===== src/rtl/hf_pkg.sv =====
package hf_pkg;
  typedef enum logic [2:0] {
    ST_IDLE,
    ST_COARSE,
    ST_SETTLE,
    ST_FINE,
    ST_DONE
  } hf_state_e;
endpackage


===== src/rtl/hf_therm_enc.sv =====
module hf_therm_enc #(
  parameter int NIB_W = 4,
  localparam int THERM_W = (1 << NIB_W) - 1
) (
  input  logic [THERM_W-1:0] therm_i,
  output logic [NIB_W-1:0]   nib_o
);
  // population count: bubble-tolerant
  always_comb begin
    nib_o = '0;
    for (int i = 0; i < THERM_W; i++) begin
      nib_o = nib_o + NIB_W'(therm_i[i]);
    end
  end
endmodule


===== src/rtl/hf_settle_timer.sv =====
module hf_settle_timer #(
  parameter int SETTLE_CYC = 2,
  localparam int CNT_W = (SETTLE_CYC > 1) ? $clog2(SETTLE_CYC) : 1
) (
  input  logic clk_i,
  input  logic rst_ni,
  input  logic load_i,
  output logic expired_o
);
  logic [CNT_W-1:0] cnt_q;

  always_ff @(posedge clk_i or negedge rst_ni) begin
    if (!rst_ni)            cnt_q <= '0;
    else if (load_i)        cnt_q <= CNT_W'(SETTLE_CYC - 1);
    else if (cnt_q != '0)   cnt_q <= cnt_q - 1'b1;
  end

  assign expired_o = (cnt_q == '0);


  cnt_range_chk: assert property (@(posedge clk_i) disable iff (!rst_ni)
    cnt_q <= CNT_W'(SETTLE_CYC - 1));
endmodule


===== src/rtl/hf_ctrl.sv =====
module hf_ctrl
  import hf_pkg::*;
#(
  parameter int NIB_W = 4,
  localparam int RES_W = 2 * NIB_W
) (
  input  logic             clk_i,
  input  logic             rst_ni,
  input  logic             start_i,
  input  logic [NIB_W-1:0] nib_i,
  input  logic             settle_exp_i,
  output logic             settle_load_o,
  output logic [NIB_W-1:0] dac_code_o,
  output logic             fine_sel_o,
  output logic             done_o,
  output logic [RES_W-1:0] result_o
);
  hf_state_e state_q, state_d;
  logic [NIB_W-1:0] dac_q;
  logic [RES_W-1:0] res_q;

  always_comb begin
    state_d = state_q;
    unique case (state_q)
      ST_IDLE:   if (start_i) state_d = ST_COARSE;
      ST_COARSE: state_d = ST_SETTLE;
      ST_SETTLE: if (settle_exp_i) state_d = ST_FINE;
      ST_FINE:   state_d = ST_DONE;
      ST_DONE:   state_d = ST_IDLE;
      default:   state_d = ST_IDLE;
    endcase
  end

  always_ff @(posedge clk_i or negedge rst_ni) begin
    if (!rst_ni) begin
      state_q <= ST_IDLE;
      dac_q   <= '0;
      res_q   <= '0;
    end else begin
      state_q <= state_d;
      if (state_q == ST_COARSE) begin
        dac_q <= nib_i;
        res_q <= {nib_i, {NIB_W{1'b0}}};
      end else if (state_q == ST_FINE) begin
        res_q[NIB_W-1:0] <= nib_i;
      end
    end
  end

  assign settle_load_o = (state_q == ST_COARSE);
  assign fine_sel_o    = (state_q == ST_SETTLE) || (state_q == ST_FINE);
  assign done_o        = (state_q == ST_DONE);
  assign dac_code_o    = dac_q;
  assign result_o      = res_q;


  done_pulse_chk: assert property (@(posedge clk_i) disable iff (!rst_ni)
    done_o |=> !done_o);

  busy_start_chk: assert property (@(posedge clk_i) disable iff (!rst_ni)
    (state_q != ST_IDLE) |=> (state_q != ST_COARSE));

  upper_hold_chk: assert property (@(posedge clk_i) disable iff (!rst_ni)
    (state_q == ST_FINE) |=> (result_o[RES_W-1:NIB_W] == $past(result_o[RES_W-1:NIB_W])));

  dac_hold_chk: assert property (@(posedge clk_i) disable iff (!rst_ni)
    (fine_sel_o && $past(fine_sel_o)) |-> $stable(dac_code_o));
endmodule


===== src/rtl/halfflash_seq.sv =====
module halfflash_seq #(
  parameter int NIB_W = 4,
  parameter int SETTLE_CYC = 2,
  localparam int THERM_W = (1 << NIB_W) - 1,
  localparam int RES_W = 2 * NIB_W
) (
  input  logic               clk_i,
  input  logic               rst_ni,
  input  logic               start_i,
  input  logic [THERM_W-1:0] therm_i,
  output logic [NIB_W-1:0]   dac_code_o,
  output logic               fine_sel_o,
  output logic               done_o,
  output logic [RES_W-1:0]   result_o
);
  logic [NIB_W-1:0] nib;
  logic settle_load, settle_exp;

  hf_therm_enc #(.NIB_W(NIB_W)) u_enc (
    .therm_i (therm_i),
    .nib_o   (nib)
  );

  hf_settle_timer #(.SETTLE_CYC(SETTLE_CYC)) u_timer (
    .clk_i     (clk_i),
    .rst_ni    (rst_ni),
    .load_i    (settle_load),
    .expired_o (settle_exp)
  );

  hf_ctrl #(.NIB_W(NIB_W)) u_ctrl (
    .clk_i         (clk_i),
    .rst_ni        (rst_ni),
    .start_i       (start_i),
    .nib_i         (nib),
    .settle_exp_i  (settle_exp),
    .settle_load_o (settle_load),
    .dac_code_o    (dac_code_o),
    .fine_sel_o    (fine_sel_o),
    .done_o        (done_o),
    .result_o      (result_o)
  );
endmodule


===== config.mk =====
export PLATFORM = sky130hd
export DESIGN_NAME = halfflash_seq
export DESIGN_NICKNAME = d
export VERILOG_FILES = /design/src/rtl/hf_pkg.sv /design/src/rtl/hf_therm_enc.sv /design/src/rtl/hf_settle_timer.sv /design/src/rtl/hf_ctrl.sv /design/src/rtl/halfflash_seq.sv
export SDC_FILE = /design/constraint.sdc
export NUM_CORES = 1
export LEC_CHECK = 0
export BUFFER_PORTS_ARGS = -buffer_cell sky130_fd_sc_hd__buf_2
export CAP_MARGIN = 5
export CORE_MARGIN = 3
export CORE_UTILIZATION = 30
export DETAILED_ROUTE_END_ITERATION = 8
export GPL_TIMING_DRIVEN = 0
export HOLD_SLACK_MARGIN = 0.02
export PLACE_DENSITY = 0.56
export RECOVER_POWER = 50
export SYNTH_ARGS = -nofsm -noshare
export SYNTH_HDL_FRONTEND = slang
export SYNTH_SLANG_ARGS = --single-unit

===== constraint.sdc =====
create_clock -name clk_i -period 1.5 [get_ports clk_i]
set_input_delay 0.225 -clock clk_i [delete_from_list [all_inputs] [get_ports clk_i]]
set_output_delay 0.225 -clock clk_i [all_outputs]
set_load 0.01 [all_outputs]

# Yosys cells after proc, flatten, opt, wreduce, memory -nomap -nowiden
# Cells that the tools add are included.
# word_totals
reg_bits	12
output_inout_bits	14
inputBits	18
# op_classes
n_eq_ne	6
n_addsub	15
muxes	7
reduce_logical	4
# op_table
operator	n
4-bit by 1-bit adder with 4-bit output	13
3-bit case mux with 4 select lines	1
4-bit two-way mux	2
3-bit by 2-bit equality test with 1-bit output, second input constant	2
3-bit two-way mux	2
2-bit inequality test, second input constant	2
3-bit by 1-bit equality test with 1-bit output, second input constant	1
3-bit equality test, second input constant	1
3-bit logical NOT	1
1-bit by 1-bit adder with 2-bit output	1
1-bit two-way mux	2
2-bit AND reduction	1
2-bit nonzero test	1
1-bit logical OR	1
1-bit subtractor, second input constant	1

# Depth between registers and ports, before layout
# depth
depth_word	16
mapped_depth	13
ltp_nobuf	13

# Hierarchy
# Synthesis repeated with hierarchy kept, for this count alone.
# unflattened
cells_unflattened	80
area_unflattened_um2	860.8
# by_module_without_submodules
module	area_each_um2	instances	cells_per_inst	seq_area_each_um2
hf_ctrl	509.2	1	42	275.3
hf_therm_enc	322.8	1	36	0.0
hf_settle_timer	28.8	1	2	25.0

# Worst setup path before layout
# OpenSTA, ideal clock, no wires.
# synth_timing
path_type	input-to-reg
start	input port therm_i[0]
end	register u_ctrl.res_q[5] (netlist: u_ctrl.result_o[5])
path_buffers	0
path_slack_ns	-1.968
t_required_ns	1.375
setup_ns	0.125
arrival_ns	3.344
path_stages	10
cell_sequence	ha_1 -> inv_1 -> fa_1 -> fa_1 -> fa_1 -> fa_1 -> inv_1 -> ha_1 -> fa_1 -> mux2_2
# synth_between
elab_chain_cells	14
# synth_lines
element	line	rtl
from (decl)	halfflash_seq.sv:10	input logic [THERM_W-1:0] therm_i,
1-bit by 1-bit adder with 2-bit output	hf_therm_enc.sv:12	nib_o = nib_o + NIB_W'(therm_i[i]);
4-bit by 1-bit adder with 4-bit output (13 in series)	hf_therm_enc.sv:12	
via nib[1]	halfflash_seq.sv:16	logic [NIB_W-1:0] nib;
to (signal assigned)	hf_ctrl.sv:43	res_q <= {nib_i, {NIB_W{1'b0}}};
to (signal, indexed assignment)	hf_ctrl.sv:45	res_q[NIB_W-1:0] <= nib_i;
to (decl)	hf_ctrl.sv:20	logic [RES_W-1:0] res_q;
# The timed path passes the listed nets, and every way through them passes these cells.
# A chain may end at the register's enable or synchronous reset.

# Worst setup path in the final report
# layout_timing
start	input port therm_i[1]
end	register u_ctrl.res_q[5] (netlist: u_ctrl.result_o[5])
# The elaborated chain is that of the path after synthesis.

==> metrics <==
TritonCTS clock tree=done; Synth Area in XOR/XNOR=between 1.5 and 2%; fin util=42.8%; setup_tns=-12,780 ps; clk sinks=12; Cell Rows=19; hold worst-path end=u_ctrl.state_q[0]; violated checks=negative setup slack; sequential area share after synthesis=33.9%; Synth Area in Adders=around 29%; CTS buffer count=3; Synthesis Warnings=0; average size of a mapped cell=approximately 10 um^2; Lkg Pwr=about 0.65 nW; I/O Buffers=31; first-pass GRT wire length=2660 um; Max Cap Viol=0; Final period util=216%; post-synthesis cell type count=25; post-synth top area share=about a third; status=complete, but fails checks; initial antenna violation count=0; placed inst area=1120 um^2; Hold Violations, Final=0; Mapped Area=885 um^2; crit end category=flop; Post-synth ARST share=between 90% and 100%; Critical Path Source Type=primary input; critical path, cell by cell=buf_6 -> ha_4 -> inv_2 -> fa_1 -> fa_1 -> fa_1 -> fa_1 -> inv_2 -> ha_4 -> fa_2 -> mux2_4; gr usage total=~10%; unrepaired setup endpoints after global routing=yes; worst endpoint required time=1660 ps; Synth Area in Compound Gates=around 6.9%; EDFF count, synth=0; CTS H-tree lvls=1; Slew Viols, Final=0; gr ovfl total=0; hold path start=start_i; Min-Delay Path Class=primary input to flop; largest family of logic cells by synthesized area=adder cells; routed len/inst=about 11 um; most used cell, CP=fa_1; synthesized instance count=85; Hold Path Cell Cnt=3; Final WS setup=-1740 ps; number of global-route vias before repair=around 660; antenna cells=0; initial core utilization=a little under a third; pin count of the biggest net entering global routing=13; f_max=about 310 MHz; Core ar.=roughly 2800 um^2; post-synthesis mux area share=around 3.7%; fill cell count=slightly below 300; simple-gate share of the synthesized area=a little over a tenth; ranking of synthesized cells by area=dfrtp_1 (34%), fa_1 (20%), inv_1 (9.3%); CP max stage cell=fa_1; r2r setup slk=210 ps; total power=between 2 and 2.5 mW; CTS max path bufs=2; vias per cell=between 4 and 5; pre-CTS worst setup slack=-2070 ps; Area Growth Syn to Fin=34.7%; Post-Layout Inst Area=roughly 1200 um^2; Final nets=around 160; R2R Path End=u_ctrl.result_o[4]; most common cell after layout, fill and taps aside=buf_2; worst slew pin tran=between 600 and 700 ps; Worst-Skew Late Latency=approximately 270 ps; arrival time worst endpoint=between 3000 and 4000 ps; dominant synthesized flop cell=dfrtp_1; Reg2Reg Launch Point=u_ctrl.state_q[1]; CP max stage delay=about 520 ps; via count=about 670; critical path class=primary input to flop; area leader, netlist=dfrtp_1; flip-flop and latch count after synthesis=12; Worst Path Buf+Inv=3; detailed-route DRC error count=0; HPWL after DPL=around 1400 um; Crit path depth=11; worst-case reg-to-reg path depth=3; Die ar.=~3600 um^2; Die W=approximately 60 um; Syn Nets=118; Clock Skews=between 7 and 8 ps; GPL Wtd Cong=around 0.73; power per standard cell area=roughly 1800 nW/um^2; Reg clk slew, reported paths=roughly 80 ps; Crit Path Max Fanout=2; 1st-pass router iterations=4; most frequent cells in the layout=buf_2 (29), inv_1 (20), dfrtp_1 (12), fa_1 (8), nand2_1 (6); Slew HR=between 50 and 60%; antenna-violating nets left=0; VDD IR max=1.23 mV; Total Wirelength=1680 um; CTS root buf=clkbuf_4; DRT iter0 DRCs=5; Setup-failing EPs final=8; # IOs=32; post-layout minimum cycle time=~3200 ps; layout cells sized above 1=between 40% and 50%; Top delay family on crit path=adder cells; Die Y=60.3 um
## flip-flops by register name, summed over array words and instances, names as in the netlist
register,cells
u_timer.cnt_q,1
u_ctrl.state_q,3
u_ctrl.result_o,8
## worst max-delay path by stage
stage	from	to
global route	therm_i[1]	u_ctrl.result_o[1]
CTS	therm_i[1]	u_ctrl.result_o[5]
global placement	therm_i[1]	u_ctrl.result_o[5]
finish	therm_i[1]	u_ctrl.result_o[5]
detailed placement	therm_i[0]	u_ctrl.result_o[5]
floorplan	therm_i[1]	u_ctrl.result_o[5]
## what timing repair did
item	4_1_cts	5_1_grt
buffers inserted	1	0
endpoints found under the hold margin	12	0
resized for setup	3	1
pin swaps	2	0
endpoints found under the setup margin	8	8
hold buffers	1	0
## worst reg2reg max path, cell delays in order (launching register included)
cell	delay, ps
dfrtp_1	350
buf_2	190
nor3b_4	310
mux2_4	330
## layout make-up
class | instances | area [um^2] | area share [%]
clock buffer | 4 | 36.3 | 3.05
buffer | 6 | 40.0 | 3.36
tap | 31 | 38.8 | 3.26
multi-input combinational | 45 | 509 | 42.8
timing repair buffer | 33 | 184 | 15.4
inverter | 22 | 82.6 | 6.93
sequential | 12 | 300 | 25.2
## kinds of logic after synthesis
group,after synthesis
buf+inv,28
simple gates,16
fa+ha+maj,15
flops,12
compound gates,9
mux,3
xor+xnor,2
## metal layers
layer | track usage (%) | vias up | wire, um
met5 | 0 | - | 0
met3 | 4.10 | 2 | 121
li1 | - | 327 | -
met1 | 10.8 | 318 | 613
met4 | 3.48 | 0 | 19
met2 | 17.9 | 21 | 921
## metrics by stage
step / hold slack (ps) / std cells
after floorplan: -70.6 / 85
after global placement: 112 / 147
after detailed placement: 117 / 147
after CTS: 256 / 153
after global routing: 279 / 153
final: 255 / 153
## power by group
| part | internal, mW | switching (mW) |
|---|---|---|
| Clock | 0.147 | 0.106 |
| Combinational | 0.688 | 0.674 |
| Sequential | 0.472 | 0.113 |
| Total | 1.31 | 0.893 |
## cells in the mapped netlist, types with 2 or more instances
cell type	n
a21oi_1	2
buf_4	4
dfrtp_1	12
fa_1	9
ha_1	6
inv_1	22
mux2_2	2
nand2_1	6
nor2_1	2
o21ai_0	4
xnor2_1	2
(Power assumes the default switching activity.)
